[src/rtl/bfc_pkg.sv]
package bfc_pkg;
   localparam int STAT_W  = 32;
   localparam int ERR_BIT = 31;
   localparam int LE_BIT  = 30;
   localparam int TO_BIT  = 29;
   localparam int BE_BIT  = 28;
   localparam int SZ_LSB  = 25;
   localparam int SUP_BIT = 24;
   localparam int RSV_LSB = 20;
   localparam int ME_BIT  = 19;
   localparam int RD_BIT  = 18;
   localparam int FAV_BIT = 17;
   localparam logic [3:0] RSV_VAL = 4'h8;

   typedef struct packed {
      logic late;
      logic tmo;
      logic eack;
   } err_flags_t;

   typedef struct packed {
      logic [2:0] size;
      logic       sup;
      logic       wr;
   } xact_attr_t;
endpackage

[src/rtl/bfc_write_timer.sv]
module bfc_write_timer #(
   parameter int TIMEOUT_CYC = 320
) (
   input  logic clk_i,
   input  logic rst_ni,
   input  logic start_i,
   input  logic is_wr_i,
   input  logic done_i,
   output logic expire_o
);
   localparam int CW = $clog2(TIMEOUT_CYC + 1);
   localparam logic [CW-1:0] LAST = CW'(TIMEOUT_CYC - 1);

   logic          run_q;
   logic [CW-1:0] cnt_q;

   assign expire_o = run_q && !done_i && (cnt_q == LAST);

   always_ff @(posedge clk_i) begin
      if (!rst_ni) begin
         run_q <= 1'b0;
         cnt_q <= '0;
      end else if (start_i) begin
         run_q <= is_wr_i;
         cnt_q <= '0;
      end else if (run_q) begin
         if (done_i || expire_o) run_q <= 1'b0;
         else                    cnt_q <= cnt_q + 1'b1;
      end
   end


   no_overrun_chk: assert property (@(posedge clk_i) disable iff (!rst_ni)
      run_q |-> (cnt_q <= LAST));
endmodule

[src/rtl/bfc_xact_track.sv]
module bfc_xact_track
   import bfc_pkg::*;
#(
   parameter int ADDR_W = 32
) (
   input  logic              clk_i,
   input  logic              rst_ni,
   input  logic              start_i,
   input  xact_attr_t        attr_i,
   input  logic [ADDR_W-1:0] addr_i,
   input  logic              done_i,
   input  logic              tmo_i,
   output xact_attr_t        attr_o,
   output logic [ADDR_W-1:0] addr_o,
   output logic              active_o
);
   always_ff @(posedge clk_i) begin
      if (!rst_ni) begin
         active_o <= 1'b0;
         attr_o   <= '0;
         addr_o   <= '0;
      end else if (start_i) begin
         active_o <= 1'b1;
         attr_o   <= attr_i;
         addr_o   <= addr_i;
      end else if (active_o && (done_i || tmo_i)) begin
         active_o <= 1'b0;
      end
   end
endmodule

[src/rtl/bfc_fault_log.sv]
module bfc_fault_log
   import bfc_pkg::*;
#(
   parameter int ADDR_W = 32
) (
   input  logic              clk_i,
   input  logic              rst_ni,
   input  err_flags_t        ev_i,
   input  logic              clr_i,
   input  xact_attr_t        attr_i,
   input  logic [ADDR_W-1:0] addr_i,
   output logic [STAT_W-1:0] status_o,
   output logic [ADDR_W-1:0] fault_addr_o
);
   err_flags_t flg_q;
   xact_attr_t cap_q;
   logic       me_q;
   logic       fav_q;
   logic       any_ev;
   logic       fresh;

   assign any_ev = |ev_i;
   assign fresh  = !fav_q || clr_i;

   always_ff @(posedge clk_i) begin
      if (!rst_ni) begin
         flg_q        <= '0;
         cap_q        <= '0;
         me_q         <= 1'b0;
         fav_q        <= 1'b0;
         fault_addr_o <= '0;
      end else if (any_ev) begin
         if (fresh) begin
            flg_q        <= ev_i;
            cap_q        <= attr_i;
            me_q         <= 1'b0;
            fav_q        <= 1'b1;
            fault_addr_o <= addr_i;
         end else begin
            me_q <= 1'b1;
         end
      end else if (clr_i) begin
         flg_q <= '0;
         cap_q <= '0;
         me_q  <= 1'b0;
         fav_q <= 1'b0;
      end
   end

   always_comb begin
      status_o                           = '0;
      status_o[ERR_BIT]                  = |flg_q;
      status_o[LE_BIT]                   = flg_q.late;
      status_o[TO_BIT]                   = flg_q.tmo;
      status_o[BE_BIT]                   = flg_q.eack;
      status_o[SZ_LSB+2:SZ_LSB]          = fav_q ? cap_q.size : 3'd0;
      status_o[SUP_BIT]                  = fav_q && cap_q.sup;
      status_o[RSV_LSB+3:RSV_LSB]        = RSV_VAL;
      status_o[ME_BIT]                   = me_q;
      status_o[RD_BIT]                   = fav_q && !cap_q.wr;
      status_o[FAV_BIT]                  = fav_q;
   end


   rsv_fixed_chk: assert property (@(posedge clk_i) disable iff (!rst_ni)
      status_o[RSV_LSB+3:RSV_LSB] == RSV_VAL);

   summary_valid_chk: assert property (@(posedge clk_i) disable iff (!rst_ni)
      status_o[ERR_BIT] == status_o[FAV_BIT]);

   me_needs_fav_chk: assert property (@(posedge clk_i) disable iff (!rst_ni)
      status_o[ME_BIT] |-> status_o[FAV_BIT]);

   capture_hold_chk: assert property (@(posedge clk_i) disable iff (!rst_ni)
      (status_o[FAV_BIT] && !clr_i) |=> $stable(fault_addr_o));

   clear_empty_chk: assert property (@(posedge clk_i) disable iff (!rst_ni)
      (clr_i && !any_ev) |=> (status_o == {8'h00, RSV_VAL, 20'h0}));

   clear_fresh_chk: assert property (@(posedge clk_i) disable iff (!rst_ni)
      (clr_i && any_ev) |=> (!status_o[ME_BIT] && status_o[FAV_BIT]));
endmodule

[src/rtl/bus_fault_capture.sv]
module bus_fault_capture
   import bfc_pkg::*;
#(
   parameter int ADDR_W      = 32,
   parameter int TIMEOUT_CYC = 320
) (
   input  logic              clk_i,
   input  logic              rst_ni,
   input  logic              xfer_start_i,
   input  logic              xfer_write_i,
   input  logic [2:0]        xfer_size_i,
   input  logic              xfer_super_i,
   input  logic [ADDR_W-1:0] xfer_addr_i,
   input  logic              xfer_ack_i,
   input  logic              xfer_err_ack_i,
   input  logic              late_err_i,
   input  logic              clr_wr_i,
   input  logic              clr_bit_i,
   output logic [31:0]       status_o,
   output logic [ADDR_W-1:0] fault_addr_o
);
   if (ADDR_W < 1 || ADDR_W > 64) begin : g_bad_addr_w
      $error("bus_fault_capture: ADDR_W out of range");
   end
   if (TIMEOUT_CYC < 2) begin : g_bad_timeout
      $error("bus_fault_capture: TIMEOUT_CYC must be at least 2");
   end

   xact_attr_t        in_attr;
   xact_attr_t        cur_attr;
   logic [ADDR_W-1:0] cur_addr;
   logic              active;
   logic              done;
   logic              tmo;
   err_flags_t        ev;

   assign in_attr = '{size: xfer_size_i, sup: xfer_super_i, wr: xfer_write_i};
   assign done    = xfer_ack_i || xfer_err_ack_i;
   assign ev      = '{late: late_err_i, tmo: tmo, eack: active && xfer_err_ack_i};

   bfc_xact_track #(.ADDR_W(ADDR_W)) track_i (
      .clk_i    (clk_i),
      .rst_ni   (rst_ni),
      .start_i  (xfer_start_i),
      .attr_i   (in_attr),
      .addr_i   (xfer_addr_i),
      .done_i   (done),
      .tmo_i    (tmo),
      .attr_o   (cur_attr),
      .addr_o   (cur_addr),
      .active_o (active)
   );

   bfc_write_timer #(.TIMEOUT_CYC(TIMEOUT_CYC)) timer_i (
      .clk_i    (clk_i),
      .rst_ni   (rst_ni),
      .start_i  (xfer_start_i),
      .is_wr_i  (xfer_write_i),
      .done_i   (done),
      .expire_o (tmo)
   );

   bfc_fault_log #(.ADDR_W(ADDR_W)) log_i (
      .clk_i        (clk_i),
      .rst_ni       (rst_ni),
      .ev_i         (ev),
      .clr_i        (clr_wr_i && clr_bit_i),
      .attr_i       (cur_attr),
      .addr_i       (cur_addr),
      .status_o     (status_o),
      .fault_addr_o (fault_addr_o)
   );


   tmo_only_write_chk: assert property (@(posedge clk_i) disable iff (!rst_ni)
      tmo |-> (active && cur_attr.wr));
endmodule

[config.mk]
export PLATFORM = sky130hd
export DESIGN_NAME = bus_fault_capture
export DESIGN_NICKNAME = d
export VERILOG_FILES = /design/src/rtl/bfc_pkg.sv /design/src/rtl/bfc_write_timer.sv /design/src/rtl/bfc_xact_track.sv /design/src/rtl/bfc_fault_log.sv /design/src/rtl/bus_fault_capture.sv
export SDC_FILE = /design/constraint.sdc
export NUM_CORES = 1
export LEC_CHECK = 0
export BUFFER_PORTS_ARGS = -buffer_cell sky130_fd_sc_hd__clkbuf_2
export CAP_MARGIN = 20
export CORE_UTILIZATION = 57
export CTS_CLUSTER_SIZE = 28
export DETAILED_ROUTE_END_ITERATION = 16
export GPL_ROUTABILITY_DRIVEN = 0
export PLACE_DENSITY = 0.85
export SYNTH_ARGS = -nofsm -noshare
export SYNTH_HDL_FRONTEND = slang
export SYNTH_SLANG_ARGS = --single-unit
[constraint.sdc]
create_clock -name clk_i -period 6 [get_ports clk_i]
set_clock_uncertainty 0.1 [all_clocks]
set_input_delay 0.6 -clock clk_i [delete_from_list [all_inputs] [get_ports clk_i]]
set_output_delay 0.6 -clock clk_i [all_outputs]
set_load 0.02 [all_outputs]
==> flow_summary_export.csv <==
group,metric,value,unit
flow_run,max_cap_violations,0,
yosys,synthXorXnorAreaFrac,0.999,%
yosys,synth_fa_ha_area_share,0.285,%
yosys,synth_flop_cell,"dfxtp_1",
clock_tree,post_cts_buffers,0,
floorplan,fp-row-count,31,
worst_setup_path,required,6.14,ns
finish,final_cell_count_no_fill,640,
clock_tree,cts_tree,"done",
grt,grt_max_degree,134,
timing,tns,0,ns
pwr,vdd_drop_max,0.000141,V
finish,fin_util,67.9,%
place,dp.cells,622,
yosys,ys_ff_latch,90,
finish,final_cell_mix,"90 x dfxtp_1, 86 x clkbuf_2, 72 x mux2i_1",
clock_tree,h-tree-depth,3,
timing,hold_viol,0,
grt,track_usage,25.0,%
drt,ant_nets,0,
grt,grt_remaining_overflow,0,
floorplan,top_level_ports,109,
drt,drt-initial-drc-count,332,
pwr,p_leak,2.42,nW
pwr,seqPwrFrac,52.6,%
drt,wl,9960,µm
pwr,switchingPower,0.344,mW
timing,tightestPinTransition,1.08,ns
drt,met3WireLength,645,µm
yosys,synth_area,4380,µm²
worst_setup_path,cp-start-kind,"input pin",
yosys,yosys.area_share.simple,20.7,%
timing,slew_violations,0,
clock_tree,clock_path_buffers,2,
pwr,p_total,1.23,mW
worst_setup_path,critical_path_class,"in -> reg",
grt,antenna_found_initial,0,
finish,areaGrowthSynthToFinish,13.5,%
place,place_ws,3.07,ns
clock_tree,root_buffer,"clkbuf_8",
clock_tree,clk_pin_slew,0.10,ns
place,placement.cell_area,4730,µm²
floorplan,fp.dieH,89.7,µm
pwr,powerDensity,248,nW/µm²
finish,design_area,4980,µm²
drt,routed-wl-met2,4850,µm
finish,diodes,0,
timing,min_period,2.54,ns
clock_tree,cts_resized,0,
yosys,synth.avg_cell_area,9.15,µm²
grt,grt_pass1_vias,3616,
drt,dr.pass1.iters,5,
pwr,p_comb_share,13.3,%
worst_setup_path,cp_max_fo,38,
timing,setup_viol,0,
min_path,holdCritStartpoint,"xfer_addr_i[20]",
drt,top_layer_used,"met4",
yosys,async_flop_share,0,%
timing,fin_crit_sh,42.4,%
floorplan,die_w,89.7,µm
finish,final_common_cell,"dfxtp_1",
yosys,synth_edf_count,0,
worst_setup_path,endpoint_kind,"flip-flop",
outcome,outcome,"finished clean",
min_path,hp-class,"in -> reg",
floorplan,start_util,59.8,%
clock_tree,clock-sinks,90,
timing,setup_ws,3.46,ns
floorplan,core_area,7330,µm²
worst_setup_path,cp-startpoint,"xfer_err_ack_i",
timing,max_slew_margin,27.7,%
yosys,yosysWarnings,0,
pwr,internal_power,0.889,mW
place,port_buffers,87,
yosys,synth_cells,479,
drt,viasPerCell,5.92,
drt,drc,0,
grt,grt_pass1_wl,16500,µm
yosys,synth_seq_area_share,41.1,%
drt,dr_total_vias,3786,
yosys,ys_types,42,
yosys,synthMuxAreaShare,16.4,%
pwr,swShare,27.9,%
finish,drive_gt1_share,21.8,%
yosys,synth_top_family_by_area,"simple AND/OR/NAND/NOR gates",
timing,fmax,393,MHz
yosys,synth_compound_area_share,12.1,%
floorplan,die-area,8050,µm²
place,dp_hpwl,6300,µm
clock_tree,insertion_delay,0.35,ns
drt,avgRoutedWirePerCell,15.6,µm
timing,whs,0.373,ns
finish,num-nets-final,582,
clock_tree,cts_buffers,9,
timing,rsz0062_at_grt,"false",
worst_setup_path,cp.arrival,2.68,ns
clock_tree,cts_hold_buffers,0,
drt,drt-met1-wl,4190,µm
worst_setup_path,r2r_start,"track_i.active_o$_SDFFE_PN0P_",
pwr,clkPwrFrac,34.2,%
-- sequential cells by signal, summed over array words and instances, names as in the netlist --
name / flops
log_i.fault_addr_o: 32
track_i.addr_o: 32
timer_i.cnt_q: 9
log_i.cap_q: 5
track_i.attr_o: 5
log_i.status_o: 3
log_i.fav_q: 1
log_i.me_q: 1
timer_i.run_q: 1
track_i.active_o: 1
-- final timing paths --
| kind | end | slack (ns) | cells after the start |
|---|---|---|---|
| worst max register to register | log_i.fault_addr_o[3]$_SDFFE_PN0P_ | 3.49 | 5 |
| worst min-delay path | track_i.addr_o[20]$_SDFFE_PN0P_ | 0.37 | 3 |
| worst min register to register | log_i.cap_q[3]$_SDFFE_PN0P_ | 0.38 | 1 |
| worst max-delay path | log_i.fault_addr_o[3]$_SDFFE_PN0P_ | 3.46 | 6 |
-- critical path: stages --
cell	delay [ns]
clkbuf_2	0.15
a21oi_4	0.86
nor2_2	0.34
buf_8	0.26
and3_1	0.18
a311o_1	0.27
-- cells by family (layout without fill, tap and decap cells) --
group	after synthesis	after routing
adders and majority gates	1	1
other	2	21
muxes	72	72
and+or+nand+nor	180	180
xor gates and xnor gates	5	5
DFF	90	90
AOI/OAI and AO/OA	60	60
buffers and inverters	69	112
-- final cells by class --
type                    count  area [µm²]
well taps                  99         124
clock inverters             5        61.3
multi-input cells         339        2320
repair buffers             94         526
clock buffers              11         141
flip-flops and latches     90        1800
fillers                   594        2350
inverters                   2        7.51
-- metal layers --
metal  GRT usage, %  up-vias
li1               -     1813
met4           13.3        0
met1           29.6     1800
met5              0        -
met2           43.3      152
met3           4.06       21
-- cell usage after synthesis, drive strengths merged (5+ instances only) --
| cell | instances | share of area [%] |
|---|---|---|
| a311o | 33 | 7.5 |
| nand3 | 68 | 7.8 |
| clkbuf | 34 | 2.9 |
| nor2 | 50 | 4.3 |
| mux2i | 72 | 16 |
| and3 | 34 | 4.9 |
| a22o | 5 | 1.0 |
| buf | 33 | 5.1 |
| a21oi | 6 | 0.68 |
| nand2 | 7 | 0.60 |
| dfxtp | 90 | 41 |
| and2 | 5 | 0.71 |
-- power groups by stage --
stage | Sequential (mW) | Clock (mW) | Combinational (mW)
finish | 0.648 | 0.421 | 0.163
CTS | 0.647 | 0.427 | 0.158
global route | 0.652 | 0.450 | 0.178
floorplan | 0.665 | 0 | 0.114
detailed placement | 0.661 | 0 | 0.158
global placement | 0.659 | 0 | 0.152
Power figures use the tool's default switching activity.
